## src/rtl/rtg_pkg.sv

```systemverilog
// Shared widths and the configuration record of the raster timing generator.
// Assumes every coordinate fits in CW bits and frame width/height are >= 1.
package rtg_pkg;
    parameter int CW = 12;
    parameter int PW = 16;

    typedef logic [CW-1:0] coord_t;

    typedef struct packed {
        coord_t fw;
        coord_t fh;
        coord_t ax;
        coord_t ay;
        coord_t aw;
        coord_t ah;
        coord_t hb_on;
        coord_t hb_off;
        coord_t hs_on;
        coord_t hs_off;
        coord_t vb_on_x;
        coord_t vb_on_y;
        coord_t vb_off_x;
        coord_t vb_off_y;
        coord_t vs_on_x;
        coord_t vs_on_y;
        coord_t vs_off_x;
        coord_t vs_off_y;
        logic [PW-1:0] defv;
    } cfg_t;

    // Index of each set/reset timing flag.
    localparam int F_HS   = 0;
    localparam int F_HB   = 1;
    localparam int F_VS   = 2;
    localparam int F_VB   = 3;
    localparam int NFLAGS = 4;

    // Index of each synchronised external input.
    localparam int S_H  = 0;
    localparam int S_V  = 1;
    localparam int S_F  = 2;
    localparam int NSYN = 3;
endpackage

```

## src/rtl/rtg_sync.sv

```systemverilog
// Multi-bit synchroniser with rising-edge detect on the synchronised level.
// Assumes each bit is an independent asynchronous level; STAGES >= 2.
module rtg_sync #(
    parameter int W      = 3,
    parameter int STAGES = 2
) (
    input  logic         clk,
    input  logic         rst_n,
    input  logic [W-1:0] async_in,
    output logic [W-1:0] lvl,
    output logic [W-1:0] rise
);
    logic [STAGES:0][W-1:0] chain;

    // Shift the inputs through the flop chain, one extra stage for edge detect.
    always_ff @(posedge clk) begin
        if (!rst_n) chain <= '0;
        else        chain <= {chain[STAGES-1:0], async_in};
    end

    assign lvl  = chain[STAGES-1];
    assign rise = chain[STAGES-1] & ~chain[STAGES];
endmodule

```

## src/rtl/rtg_counter.sv

```systemverilog
// Pixel/line position counters with frame-start configuration shadow.
// Free-running mode wraps at the shadowed frame size; follower mode is paced
// by synchronised sync edges and stalls at the last column / line.
module rtg_counter
    import rtg_pkg::*;
(
    input  logic   clk,
    input  logic   rst_n,
    input  logic   ext_mode,
    input  logic   hs_rise,
    input  logic   vs_rise,
    input  cfg_t   cfg_in,
    output coord_t px,
    output coord_t ln,
    output cfg_t   sh
);
    coord_t px_n, ln_n;
    logic   last_px, last_ln, frame_start;

    // Next position for both pacing modes.
    always_comb begin
        last_px = (px == sh.fw - coord_t'(1));
        last_ln = (ln == sh.fh - coord_t'(1));
        if (!ext_mode) begin
            px_n = last_px ? '0 : px + coord_t'(1);
            ln_n = last_px ? (last_ln ? '0 : ln + coord_t'(1)) : ln;
        end else begin
            px_n = hs_rise ? '0 : (last_px ? px : px + coord_t'(1));
            ln_n = vs_rise ? '0 :
                   (hs_rise ? (last_ln ? ln : ln + coord_t'(1)) : ln);
        end
        frame_start = (px_n == '0) && (ln_n == '0);
    end

    // Advance counters; capture configuration on entry to (0,0).
    always_ff @(posedge clk) begin
        if (!rst_n) begin
            px <= '0;
            ln <= '0;
            sh <= cfg_in;
        end else begin
            px <= px_n;
            ln <= ln_n;
            if (frame_start) sh <= cfg_in;
        end
    end
endmodule

```

## src/rtl/rtg_flag.sv

```systemverilog
// Set/reset timing flag: set on a set hit, cleared on a clear hit, set wins.
// Exposes the next value so dependent outputs stay cycle-aligned.
module rtg_flag (
    input  logic clk,
    input  logic rst_n,
    input  logic set_hit,
    input  logic clr_hit,
    output logic q,
    output logic q_n
);
    // Next state with set priority.
    always_comb q_n = set_hit ? 1'b1 : (clr_hit ? 1'b0 : q);

    // Hold the flag.
    always_ff @(posedge clk) begin
        if (!rst_n) q <= 1'b0;
        else        q <= q_n;
    end
endmodule

```

## src/rtl/raster_timing_gen.sv

```systemverilog
// Raster display timing generator: counters, window decode and registered
// sync/blank/enable/pixel outputs. Assumes configuration values lie within
// the frame and that the frame is at least one pixel wide and one line tall.
module raster_timing_gen
    import rtg_pkg::*;
(
    input  logic          clk,
    input  logic          rst_n,
    input  logic          ext_mode,
    input  logic          ext_hsync,
    input  logic          ext_vsync,
    input  logic          ext_field,
    input  logic [CW-1:0] cfg_frame_w,
    input  logic [CW-1:0] cfg_frame_h,
    input  logic [CW-1:0] cfg_win_x,
    input  logic [CW-1:0] cfg_win_y,
    input  logic [CW-1:0] cfg_win_w,
    input  logic [CW-1:0] cfg_win_h,
    input  logic [CW-1:0] cfg_hblk_on,
    input  logic [CW-1:0] cfg_hblk_off,
    input  logic [CW-1:0] cfg_hs_on,
    input  logic [CW-1:0] cfg_hs_off,
    input  logic [CW-1:0] cfg_vblk_on_x,
    input  logic [CW-1:0] cfg_vblk_on_y,
    input  logic [CW-1:0] cfg_vblk_off_x,
    input  logic [CW-1:0] cfg_vblk_off_y,
    input  logic [CW-1:0] cfg_vs_on_x,
    input  logic [CW-1:0] cfg_vs_on_y,
    input  logic [CW-1:0] cfg_vs_off_x,
    input  logic [CW-1:0] cfg_vs_off_y,
    input  logic [PW-1:0] cfg_default,
    input  logic [PW-1:0] pix_in,
    output logic          hsync_o,
    output logic          vsync_o,
    output logic          hblank_o,
    output logic          vblank_o,
    output logic          field_o,
    output logic          de_o,
    output logic [PW-1:0] pix_o
);
    cfg_t                cfg_live, shadow;
    coord_t              px_q, ln_q;
    logic [NSYN-1:0]     syn_lvl, syn_rise;
    logic [NFLAGS-1:0]   set_hit, clr_hit, flag_q, flag_n;
    logic [CW:0]         win_x_end, win_y_end;
    logic                in_win, de_n;
    logic                de_q, field_q;
    logic [PW-1:0]       pix_q;

    // Gather the configuration inputs into one record.
    always_comb begin
        cfg_live.fw       = cfg_frame_w;
        cfg_live.fh       = cfg_frame_h;
        cfg_live.ax       = cfg_win_x;
        cfg_live.ay       = cfg_win_y;
        cfg_live.aw       = cfg_win_w;
        cfg_live.ah       = cfg_win_h;
        cfg_live.hb_on    = cfg_hblk_on;
        cfg_live.hb_off   = cfg_hblk_off;
        cfg_live.hs_on    = cfg_hs_on;
        cfg_live.hs_off   = cfg_hs_off;
        cfg_live.vb_on_x  = cfg_vblk_on_x;
        cfg_live.vb_on_y  = cfg_vblk_on_y;
        cfg_live.vb_off_x = cfg_vblk_off_x;
        cfg_live.vb_off_y = cfg_vblk_off_y;
        cfg_live.vs_on_x  = cfg_vs_on_x;
        cfg_live.vs_on_y  = cfg_vs_on_y;
        cfg_live.vs_off_x = cfg_vs_off_x;
        cfg_live.vs_off_y = cfg_vs_off_y;
        cfg_live.defv     = cfg_default;
    end

    rtg_sync #(.W(NSYN), .STAGES(2)) u_sync (
        .clk      (clk),
        .rst_n    (rst_n),
        .async_in ({ext_field, ext_vsync, ext_hsync}),
        .lvl      (syn_lvl),
        .rise     (syn_rise)
    );

    rtg_counter u_cnt (
        .clk      (clk),
        .rst_n    (rst_n),
        .ext_mode (ext_mode),
        .hs_rise  (syn_rise[S_H]),
        .vs_rise  (syn_rise[S_V]),
        .cfg_in   (cfg_live),
        .px       (px_q),
        .ln       (ln_q),
        .sh       (shadow)
    );

    // Position hits for each flag; vertical ones need column and line.
    always_comb begin
        set_hit[F_HS] = (px_q == shadow.hs_on);
        clr_hit[F_HS] = (px_q == shadow.hs_off);
        set_hit[F_HB] = (px_q == shadow.hb_on);
        clr_hit[F_HB] = (px_q == shadow.hb_off);
        set_hit[F_VS] = (px_q == shadow.vs_on_x)  && (ln_q == shadow.vs_on_y);
        clr_hit[F_VS] = (px_q == shadow.vs_off_x) && (ln_q == shadow.vs_off_y);
        set_hit[F_VB] = (px_q == shadow.vb_on_x)  && (ln_q == shadow.vb_on_y);
        clr_hit[F_VB] = (px_q == shadow.vb_off_x) && (ln_q == shadow.vb_off_y);
    end

    for (genvar i = 0; i < NFLAGS; i++) begin : g_flag
        rtg_flag u_flag (
            .clk     (clk),
            .rst_n   (rst_n),
            .set_hit (set_hit[i]),
            .clr_hit (clr_hit[i]),
            .q       (flag_q[i]),
            .q_n     (flag_n[i])
        );
    end

    // Active window membership and enable using this edge's blanking state.
    always_comb begin
        win_x_end = {1'b0, shadow.ax} + {1'b0, shadow.aw};
        win_y_end = {1'b0, shadow.ay} + {1'b0, shadow.ah};
        in_win    = (px_q >= shadow.ax) && ({1'b0, px_q} < win_x_end) &&
                    (ln_q >= shadow.ay) && ({1'b0, ln_q} < win_y_end);
        de_n      = in_win && !flag_n[F_HB] && !flag_n[F_VB];
    end

    // Register enable, pixel word and field output.
    always_ff @(posedge clk) begin
        if (!rst_n) begin
            de_q    <= 1'b0;
            pix_q   <= '0;
            field_q <= 1'b0;
        end else begin
            de_q    <= de_n;
            pix_q   <= de_n ? pix_in : shadow.defv;
            field_q <= ext_mode & syn_lvl[S_F];
        end
    end

    assign hsync_o  = flag_q[F_HS];
    assign hblank_o = flag_q[F_HB];
    assign vsync_o  = flag_q[F_VS];
    assign vblank_o = flag_q[F_VB];
    assign de_o     = de_q;
    assign pix_o    = pix_q;
    assign field_o  = field_q;
endmodule

```

## config.mk

```make
export PLATFORM = sky130hd
export DESIGN_NAME = raster_timing_gen
export DESIGN_NICKNAME = d
export VERILOG_FILES = /design/src/rtl/rtg_pkg.sv /design/src/rtl/rtg_sync.sv /design/src/rtl/rtg_counter.sv /design/src/rtl/rtg_flag.sv /design/src/rtl/raster_timing_gen.sv
export SDC_FILE = /design/constraint.sdc
export NUM_CORES = 1
export LEC_CHECK = 0
export BUFFER_PORTS_ARGS = -buffer_cell sky130_fd_sc_hd__buf_2
export CAP_MARGIN = 40
export CORE_ASPECT_RATIO = 0.6
export CORE_UTILIZATION = 30
export DETAILED_ROUTE_END_ITERATION = 10
export PLACE_DENSITY = 0.57
export SYNTH_ARGS = -nofsm -noshare
export SYNTH_HDL_FRONTEND = slang
export SYNTH_SLANG_ARGS = --single-unit
export TNS_END_PERCENT = 30
```

## constraint.sdc

```tcl
create_clock -name clk -period 30.9 [get_ports clk]
set_input_delay 1.545 -clock clk [delete_from_list [all_inputs] [get_ports clk]]
set_output_delay 1.545 -clock clk [all_outputs]
set_load 0.02 [all_outputs]
```

==> results_dict.tcl, run 1 <==
set metrics [dict create \
    drv_cap 0 \
    syn_nets 1472 \
    place_hpwl_um 29200 \
    rsz0062_at_grt "no" \
    required_ns 31.09 \
    multi_input_area_um2 5700 \
    slew_headroom_pct 37.6 \
    viasPerCell 4.67 \
    fp.dieArea_um2 48000 \
    dr.pass1.iters 5 \
    syn_to_final_growth_pct 22.3 \
    grt_pass1_vias 9738 \
    grt_overflow_total 0 \
    synth_top_cell_by_area "edfxtp_1" \
    gp_congestion 0.859 \
    endpoint_kind "flip-flop" \
    power.density_nw_per_um2 56.4 \
    cts_buffers 30 \
    ir_worst_vdd_mv 0.0460 \
    setup_violations 0 \
    cts_max_path_buffers 3 \
    synth_top_area_share_pct 49.3 \
    num_rows 61 \
    critPathArrivalTime_ns 5.80 \
    fin_nets 1750 \
    hold_buffers 0 \
    drive_gt1_share_pct 24.4 \
    min_period_ns 5.61 \
    root_buffer "clkbuf_16" \
    die_w_um 282 \
    initial_core_util_pct 30.4 \
    antenna_found_initial 3 \
    nFillCells 4580 \
    clock_skew_ns 0.0120 \
    clk_pin_slew_worst_paths_ns 0.06 \
    cts_setup_buffers 0 \
    wirelength_um 40200 \
    ys_types 71 \
    grt_pass1_wl_um 59300 \
    post-route-util_pct 37.2 \
    ys_ff_latch 286 \
    cts.sinks 286 \
    ys_warn_count 0 \
    critical_path_class "flip-flop to flip-flop" \
    wl_per_cell_um 19.4 \
    tightest_slew_ns 0.936 \
    coreArea_um2 46400 \
    first_iter_violations 650 \
    synthTopCellsByCount "edfxtp_1 (232), xor2_1 (105), xnor2_1 (104)" \
    ys_async_sr_fraction_pct 0 \
    max_freq_mhz 178 \
    antenna_violating_nets_post_route 0 \
    register_area_um2 8050 \
    cts_tree "built" \
    seq_area_frac_synth_pct 57.0 \
    synth_most_common_cell "edfxtp_1" \
    htreeDepth 1 \
    synth_area_um2 14100 \
    synth-edff-count 232 \
    vias 9664 \
    synth_area_per_cell_um2 12.4 \
    rr_startpoint "u_cnt.sh[211]$_DFFE_PP_" \
    outcome "finished, final reports clean" \
    worstHoldStart "u_sync.chain[2]$_SDFF_PN0_" \
    insertion_delay_ns 0.57 \
    crit_start "u_cnt.sh[211]$_DFFE_PP_" \
    start_kind "flip-flop" \
    crit_fanout 163 \
    synth_cells 1140 \
    die_h_um 170 \
    yosys_most_used_dff "edfxtp_1" \
    drc 0 \
    grt_usage_pct 16.6 \
    final.period_utilization_pct 18.1 \
    io_pins 276 \
    min_path_type "flip-flop to flip-flop" \
    cts_resized 0 \
    io_buffers 275 \
    grt_start_max_net_pins 164 \
    hold_viol_final 0 \
    synth_area_leaders "edfxtp_1 (49%), dfxtp_1 (7.7%), ha_1 (6.7%), xor2_1 (6.5%), xnor2_1 (6.4%)" \
    fin_tns_setup_ns 0 \
    p_leak_nw 7.09 \
    slew_violations 0 \
]
-- routing by layer --
metal  wire, um  track usage [%]  share of wire (%)
met2      17100             25.0                 43
met3       2310             3.27                5.7
met1      20100             24.6                 50
met4        708             3.22                1.8
met5         23                0              0.057
-- worst max-delay path, stage by stage, from the launching register on --
cell       delay, ns
edfxtp_1        0.51
or4_1           0.68
or4_1           0.49
a2111oi_0       0.44
a311o_1         0.31
nand3_4         0.25
ha_1            0.37
nand2_1         0.04
o21ai_0         0.10
o22ai_1         0.12
or3_1           0.38
nor3_1          0.16
nand4_1         0.16
o41ai_4         0.40
buf_12          0.62
-- final cells by class --
type | instances | share of cell area [%]
Sequential cell | 286 | 46.6
Clock buffer | 46 | 5.05
Clock inverter | 8 | 0.601
Antenna cell | 1 | 0.0145
Inverter | 51 | 1.11
Multi-Input combinational cell | 752 | 33.0
Timing Repair Buffer | 297 | 9.07
Tap cell | 630 | 4.56
-- sequential cells by signal, summed over array words and instances, names as in the netlist --
name,flops
de_o,1
field_o,1
g_flag.u_flag.q,4
pix_o,16
u_cnt.ln,12
u_cnt.px,12
u_cnt.sh,232
u_sync.chain,5
u_sync.lvl,3
-- path summary, 6_finish.rpt --
kind	to	slack [ns]	cells past startpoint
max	u_cnt.sh[22]$_DFFE_PP_	25.29	14
min	u_sync.lvl[2]$_SDFF_PN0_	0.43	1
max reg2reg	u_cnt.sh[22]$_DFFE_PP_	25.29	14
min reg2reg	u_sync.lvl[2]$_SDFF_PN0_	0.43	1
-- cells in the final DEF (no fill, tap or decap), types with 3 or more instances in the layout --
master	instances
a21oi_1	36
a21o_1	29
o31ai_1	10
nand2_1	60
and4_1	3
clkbuf_1	11
o21ai_0	24
nor3_1	15
edfxtp_1	232
nand4_1	29
and2_1	18
o21ai_1	7
buf_2	276
or3_1	8
clkbuf_8	4
o21a_1	6
inv_1	51
nor2_1	39
nand3_1	27
dfxtp_1	54
buf_4	18
xnor2_1	104
a221o_1	3
nor3b_1	3
a31oi_1	9
o22ai_1	3
clkbuf_16	31
o31a_1	3
or4_1	3
xor2_1	105
nand2b_1	14
mux2i_1	19
and3_1	13
nor4_1	20
ha_1	76
nor2b_1	15
a2bb2oi_1	6
-- where the power goes --
part | internal, mW | switching, mW
sequential | 0.460 | 0.0185
combinational | 0.0576 | 0.0748
clock | 0.210 | 0.154
total | 0.728 | 0.247
-- per-stage QoR --
stage	std cells	hold WS (ns)	power [mW]	worst slack (ns)	instance area, um^2
after floorplan	1140	0.412	0.581	13.85	14100
after global placement	2013	0.416	0.616	25.42	16300
after detailed placement	2016	0.425	0.620	25.39	16300
after CTS	2070	0.440	0.991	25.38	17300
final	2071	0.434	0.975	25.29	17300
after global routing	2070	0.452	1.02	24.99	17300
-- kinds of logic (layout without fill, tap and decap cells) --
logic type	Yosys count	in the layout	share of synthesized area (%)
and+or+nand+nor	281	281	10.7
other	0	1	0
muxes	19	19	1.35
adders and majority gates	79	79	7.08
DFF	286	286	57.0
AOI/OAI and AO/OA	164	164	8.05
buffers and inverters	102	402	2.90
xor gates and xnor gates	209	209	13.0
Note: power is estimated with default switching activity, not from simulation.
==> run 2: changes to the inputs <==
- clock period: 30.9 -> 5.55 ns (I/O delays scaled with it)
==> run 2 against run 1 <==
Net effect:
- clock power grew to 6.2 times the previous value
- sequential power grew to 5.6 times the previous value
- flip-flop and latch count unchanged
- non-clock buffer count increased by 263
- via count up 12%
- highest routed layer is now met4
- worst setup slack worse by 25 ns
- combinational power grew to 6.8 times the previous value
- utilization grew 6.1 points
- cell count is 13% higher
- largest cell class unchanged
- wire length increased by 6.6%
==> results_dict.tcl, run 2 (synthesis gave the netlist of run 1 again) <==
set metrics [dict create \
    critical_path_class "flip-flop to flip-flop" \
    hold_path_depth 2 \
    die_w_um 282 \
    first_iter_violations 652 \
    htreeDepth 1 \
    slew_headroom_pct 37.6 \
    dpl_worst_slack_ns 0.313 \
    tightest_slew_ns 0.934 \
    drv_cap 0 \
    cts_max_path_buffers 3 \
    min_period_ns 5.25 \
    grt_start_max_net_pins 65 \
    coreArea_um2 46400 \
    crit_fanout 37 \
    power.density_nw_per_um2 289 \
    antenna_violating_nets_post_route 0 \
    insertion_delay_ns 0.58 \
    critPathArrivalTime_ns 5.52 \
    worstHoldStart "ext_mode" \
    endpoint_kind "flip-flop" \
    fin_tns_setup_ns 0 \
    top_register "u_cnt.sh" \
    largest_reg_flops 232 \
    cts_tree "built" \
    grt_overflow_total 0 \
    gp_congestion 0.849 \
    max_freq_mhz 190 \
    io_pins 276 \
    final_cell_mix "buf_2 (276), dlygate4sd3_1 (251), edfxtp_1 (232), xor2_1 (105), xnor2_1 (104)" \
    grt_pass1_wl_um 63500 \
    grt_pass1_vias 10900 \
    rr_endpoint "u_cnt.sh[58]$_DFFE_PP_" \
    cts_buffers 30 \
    required_ns 5.82 \
    grt_usage_pct 17.6 \
    outcome "finished, final reports clean" \
    wl_per_cell_um 18.4 \
    clock_skew_ns 0.0201 \
    rsz0062_at_grt "no" \
    drc 0 \
    cts.sinks 286 \
    num_rows 61 \
    dr.pass1.iters 4 \
    slew_violations 0 \
    start_kind "flip-flop" \
    nFillCells 4287 \
    p_leak_nw 8.30 \
    min_path_type "input port to flip-flop" \
    vias 10800 \
    initial_core_util_pct 30.4 \
    fin_nets 2013 \
    drive_gt1_share_pct 21.8 \
    crit_start "u_cnt.sh[212]$_DFFE_PP_" \
    antenna_found_initial 2 \
    power_mw 5.81 \
    setup_violations 0 \
    layout_setup_ws_ns 0.300 \
    place_hpwl_um 29600 \
    syn_to_final_growth_pct 42.2 \
    reg2reg_depth 15 \
    rr_startpoint "u_cnt.sh[212]$_DFFE_PP_" \
    io_buffers 275 \
    final_common_cell "buf_2" \
    reg2reg_setup_slack_ns 0.30 \
    fp.dieArea_um2 48000 \
    ir_worst_vdd_mv 0.217 \
    root_buffer "clkbuf_16" \
    viasPerCell 4.62 \
    cts_setup_buffers 0 \
    die_h_um 170 \
    final.period_utilization_pct 94.6 \
    wirelength_um 42900 \
    clk_pin_slew_worst_paths_ns 0.06 \
    hold_viol_final 0 \
    hold_end "field_o$_SDFF_PN0_" \
]
==> run 2: where the power goes <==
group | total (mW) | switching, mW | internal, mW
Clock | 2.26 | 0.869 | 1.39
Combinational | 0.896 | 0.443 | 0.453
Sequential | 2.66 | 0.101 | 2.56
Total | 5.81 | 1.41 | 4.40
==> run 2: routing by layer <==
metal | share of wire, % | global-route usage [%]
met1 | 47 | 25.1
met3 | 5.9 | 3.36
met4 | 2.3 | 4.09
met5 | 0 | 0
met2 | 44 | 27.6
==> run 2: through the flow <==
step           cells  util, %  hold slack, ns  instance area (um^2)
2_1_floorplan   1140        -           0.376                 14200
3_3_place_gp    2027     35.5           0.417                 16500
3_5_place_dp    2028     35.5           0.427                 16500
4_1_cts         2334     43.3           0.148                 20100
5_1_grt         2335     43.3           0.160                 20100
6_report        2335     43.3           0.184                 20100
==> run 2: cell type report <==
class / instances / area [um^2] / share of cell area, %
Multi-Input combinational cell: 752 / 5720 / 28.5
Antenna cell: 1 / 2.50 / 0.0125
Sequential cell: 286 / 8050 / 40.1
Clock inverter: 15 / 223 / 1.11
Clock buffer: 40 / 883 / 4.40
Tap cell: 630 / 788 / 3.92
Inverter: 51 / 191 / 0.953
Timing Repair Buffer: 560 / 4230 / 21.1
==> run 2: worst max-delay path by stage <==
stage	to	depth (start not counted)
final	u_cnt.sh[58]$_DFFE_PP_	15
after detailed placement	u_cnt.sh[38]$_DFFE_PP_	15
after CTS	u_cnt.sh[19]$_DFFE_PP_	15
after global routing	u_cnt.sh[40]$_DFFE_PP_	15
after floorplan	u_cnt.sh[0]$_DFFE_PP_	15
after global placement	u_cnt.sh[28]$_DFFE_PP_	15
==> run 2: critical path: stages, from the launching register on <==
cell       delay [ns]
edfxtp_1         0.45
or4_1            0.65
xor2_1           0.21
or4_4            0.50
a2111oi_4        0.46
nand3_4          0.30
ha_4             0.35
nand2_1          0.05
o21ai_1          0.13
o22ai_1          0.09
or3_1            0.32
nor3_1           0.33
nand4_1          0.22
o41ai_4          0.39
buf_12           0.23
buf_12           0.23
==> run 2: what timing repair did <==
item | 4_1_cts | 5_1_grt
hold buffers | 251 | 0
endpoints found under the hold margin | 251 | 0
gates resized for setup | 0 | 0
setup endpoints to repair | 0 | 18
==> run 3: changes to the inputs <==
- ABC_AREA: default -> 1
- PLACE_DENSITY: 0.57 -> 0.56
==> run 3 against run 2 <==
Net effect:
- register-to-register slack improved by 0.97 ns
- critical path depth rose by 7
- die area rose by 6.9%
- combinational power rose by 6.6%
- total power barely moved
- wire length rose by 13%
- synthesized cell count rose by 35%
- largest cell class unchanged
- highest routed layer unchanged
==> results_dict.tcl, run 3 <==
set metrics [dict create \
    multi_input_area_um2 6240 \
    viasPerCell 4.58 \
    largest_reg_flops 232 \
    cts_tree "built" \
    syn_to_final_growth_pct 37.5 \
    grt_pass1_vias 12800 \
    critical_path_class "flip-flop to flip-flop" \
    fp.dieArea_um2 51300 \
    grt_pass1_wl_um 73400 \
    ir_worst_vdd_mv 0.229 \
    hold_buffers 239 \
    dr.pass1.iters 7 \
    top_register "u_cnt.sh" \
    wirelength_um 48600 \
    cts.sinks 286 \
    dr.max_layer_used "met4" \
    met3_length_um 2900 \
    htreeDepth 1 \
    dpl_worst_slack_ns 1.30 \
    drt-met1-wl_um 23900 \
    slew_violations 0 \
    ys_types 50 \
    antenna_violating_nets_post_route 0 \
    drive_gt1_share_pct 20.6 \
    final.period_utilization_pct 77.2 \
    max_freq_mhz 233 \
    tightest_slew_ns 0.819 \
    register_area_um2 8050 \
    power_mw 5.81 \
    fin_nets 2398 \
    synth_top_cell_by_area "edfxtp_1" \
    synth_area_leaders "edfxtp_1 (46%), nand2_1 (8.0%), dfxtp_1 (7.2%), ha_1 (6.3%), xnor2_1 (5.8%)" \
    first_iter_violations 806 \
    synth_top_area_share_pct 46.1 \
    min_period_ns 4.28 \
    final_cell_mix "nand2_1 (321), buf_2 (275), dlygate4sd3_1 (239), edfxtp_1 (232), inv_1 (139)" \
    ys_async_sr_fraction_pct 0 \
    outcome "finished, final reports clean" \
    synth_area_per_cell_um2 9.83 \
    fin_tns_setup_ns 0 \
    grt_start_max_net_pins 64 \
    grt_overflow_total 0 \
    rsz0062_at_grt "no" \
    root_buffer "clkbuf_16" \
    io_buffers 275 \
    ys_ff_latch 286 \
    setup_violations 0 \
    synth_most_common_cell "nand2_1" \
    grt_usage_pct 18.8 \
    seq_area_frac_synth_pct 53.3 \
    dr_wl_met2_um 20900 \
    hold_viol_final 0 \
    synth_area_um2 15100 \
    num_rows 63 \
    antenna_found_initial 3 \
    p_leak_nw 9.06 \
    crit_fanout 63 \
    endpoint_kind "flip-flop" \
    gp_congestion 0.897 \
    drc 0 \
    instances_no_fill 2742 \
    start_kind "flip-flop" \
    syn_nets 1869 \
    final_common_cell "nand2_1" \
    insertion_delay_ns 0.61 \
    clk_pin_slew_worst_paths_ns 0.07 \
    io_pins 276 \
    die_h_um 176 \
    slew_headroom_pct 45.4 \
    cts_max_path_buffers 3 \
    finalInstanceArea_um2 20800 \
    die_w_um 292 \
    synthTopCellsByCount "nand2_1 (322), edfxtp_1 (232), inv_1 (139)" \
    yosys_most_used_dff "edfxtp_1" \
    ys_warn_count 0 \
    coreArea_um2 49600 \
    required_ns 5.82 \
    synth_cells 1537 \
    nFillCells 4754 \
    layout_setup_ws_ns 1.27 \
    cts_setup_buffers 0 \
    synth-edff-count 232 \
    critPathArrivalTime_ns 4.56 \
    placed_area_um2 17300 \
    wl_per_cell_um 17.7 \
    cts_resized 0 \
    vias 12600 \
    initial_core_util_pct 30.5 \
    min_path_type "input port to flip-flop" \
    clock_skew_ns 0.0144 \
    drv_cap 0 \
    dpl.cell_count 2444 \
    power.density_nw_per_um2 279 \
    cts_buffers 31 \
    place_hpwl_um 34800 \
]
==> run 3: cell count changes in the layout (fill, tap and decap cells not counted), moves of 17 or more <==
cell / previous run / this run
mux2i_1: 19 / 0
xor2_1: 105 / 73
nor2_2: 0 / 30
nor2_1: 39 / 132
a21o_1: 29 / 1
a21oi_1: 36 / 61
nand3_1: 27 / 94
inv_1: 51 / 139
nand2_1: 60 / 321
and2_1: 18 / 1
==> run 3: layout make-up <==
cell class              instances  area share, %
diodes                          3         0.0361
well taps                     650           3.91
multi-input cells            1048           30.0
repair buffers                543           19.4
clock inverters                20           1.15
inverters                     156           2.82
clock buffers                  36           3.92
flip-flops and latches        286           38.7
==> run 3: final timing paths <==
path | start | end | slack (ns) | depth (start not counted)
setup reg to reg | u_cnt.px[9]$_SDFF_PN0_ | u_cnt.sh[190]$_DFFE_PP_ | 1.27 | 22
hold / removal | pix_in[14] | pix_o[14]$_SDFF_PN0_ | 0.03 | 5
setup / recovery | u_cnt.px[9]$_SDFF_PN0_ | u_cnt.sh[190]$_DFFE_PP_ | 1.27 | 22
hold reg to reg | u_sync.chain[0]$_SDFF_PN0_ | u_sync.lvl[0]$_SDFF_PN0_ | 0.42 | 2
==> run 3: report_power, final <==
part | total [mW] | internal [mW] | switching, mW
Combinational | 0.955 | 0.439 | 0.516
Clock | 2.20 | 1.28 | 0.923
Sequential | 2.65 | 2.54 | 0.107
==> run 3: critical path, cell delays in order (launching register included) <==
cell and delay [ns]:
dfxtp_1 0.57, buf_4 0.32, nand2_1 0.08, nand2_1 0.12, nand3_1 0.09, nand2_1 0.09
nand2_1 0.07, inv_1 0.05, nand2_1 0.06, nor2_2 0.12, nand3_2 0.28, ha_1 0.39
nor3_1 0.04, a21oi_1 0.20, nand2_1 0.08, inv_1 0.05, nand2_1 0.04, nor2_1 0.09
nand2_1 0.06, nor2_1 0.10, nand2_1 0.14, nand2_8 0.40, buf_4 0.43
==> run 3: through the flow <==
step	hold slack (ns)	utilization (%)
3_5_place_dp	0.406	34.9
2_1_floorplan	0.375	-
3_3_place_gp	0.394	34.9
6_report	0.0310	41.9
5_1_grt	0.0378	41.9
4_1_cts	0.000487	41.9
==> run 3: cells by family (layout without fill, tap and decap cells) <==
| group | Yosys count | after routing | share of synthesized area (%) |
|---|---|---|---|
| adders and majority gates | 78 | 78 | 6.56 |
| buffers and inverters | 203 | 755 | 5.54 |
| xor gates and xnor gates | 173 | 173 | 10.0 |
| and+or+nand+nor | 685 | 685 | 20.5 |
| other | 0 | 3 | 0 |
| AOI/OAI and AO/OA | 112 | 112 | 4.16 |
| DFF | 286 | 286 | 53.3 |
==> run 3: routing by layer <==
layer  GRT usage, %  vias to the layer above
met5              0                        -
met4           3.79                        0
met3           3.54                       64
met2           28.8                      399
met1           27.3                     5876
li1               -                     6212
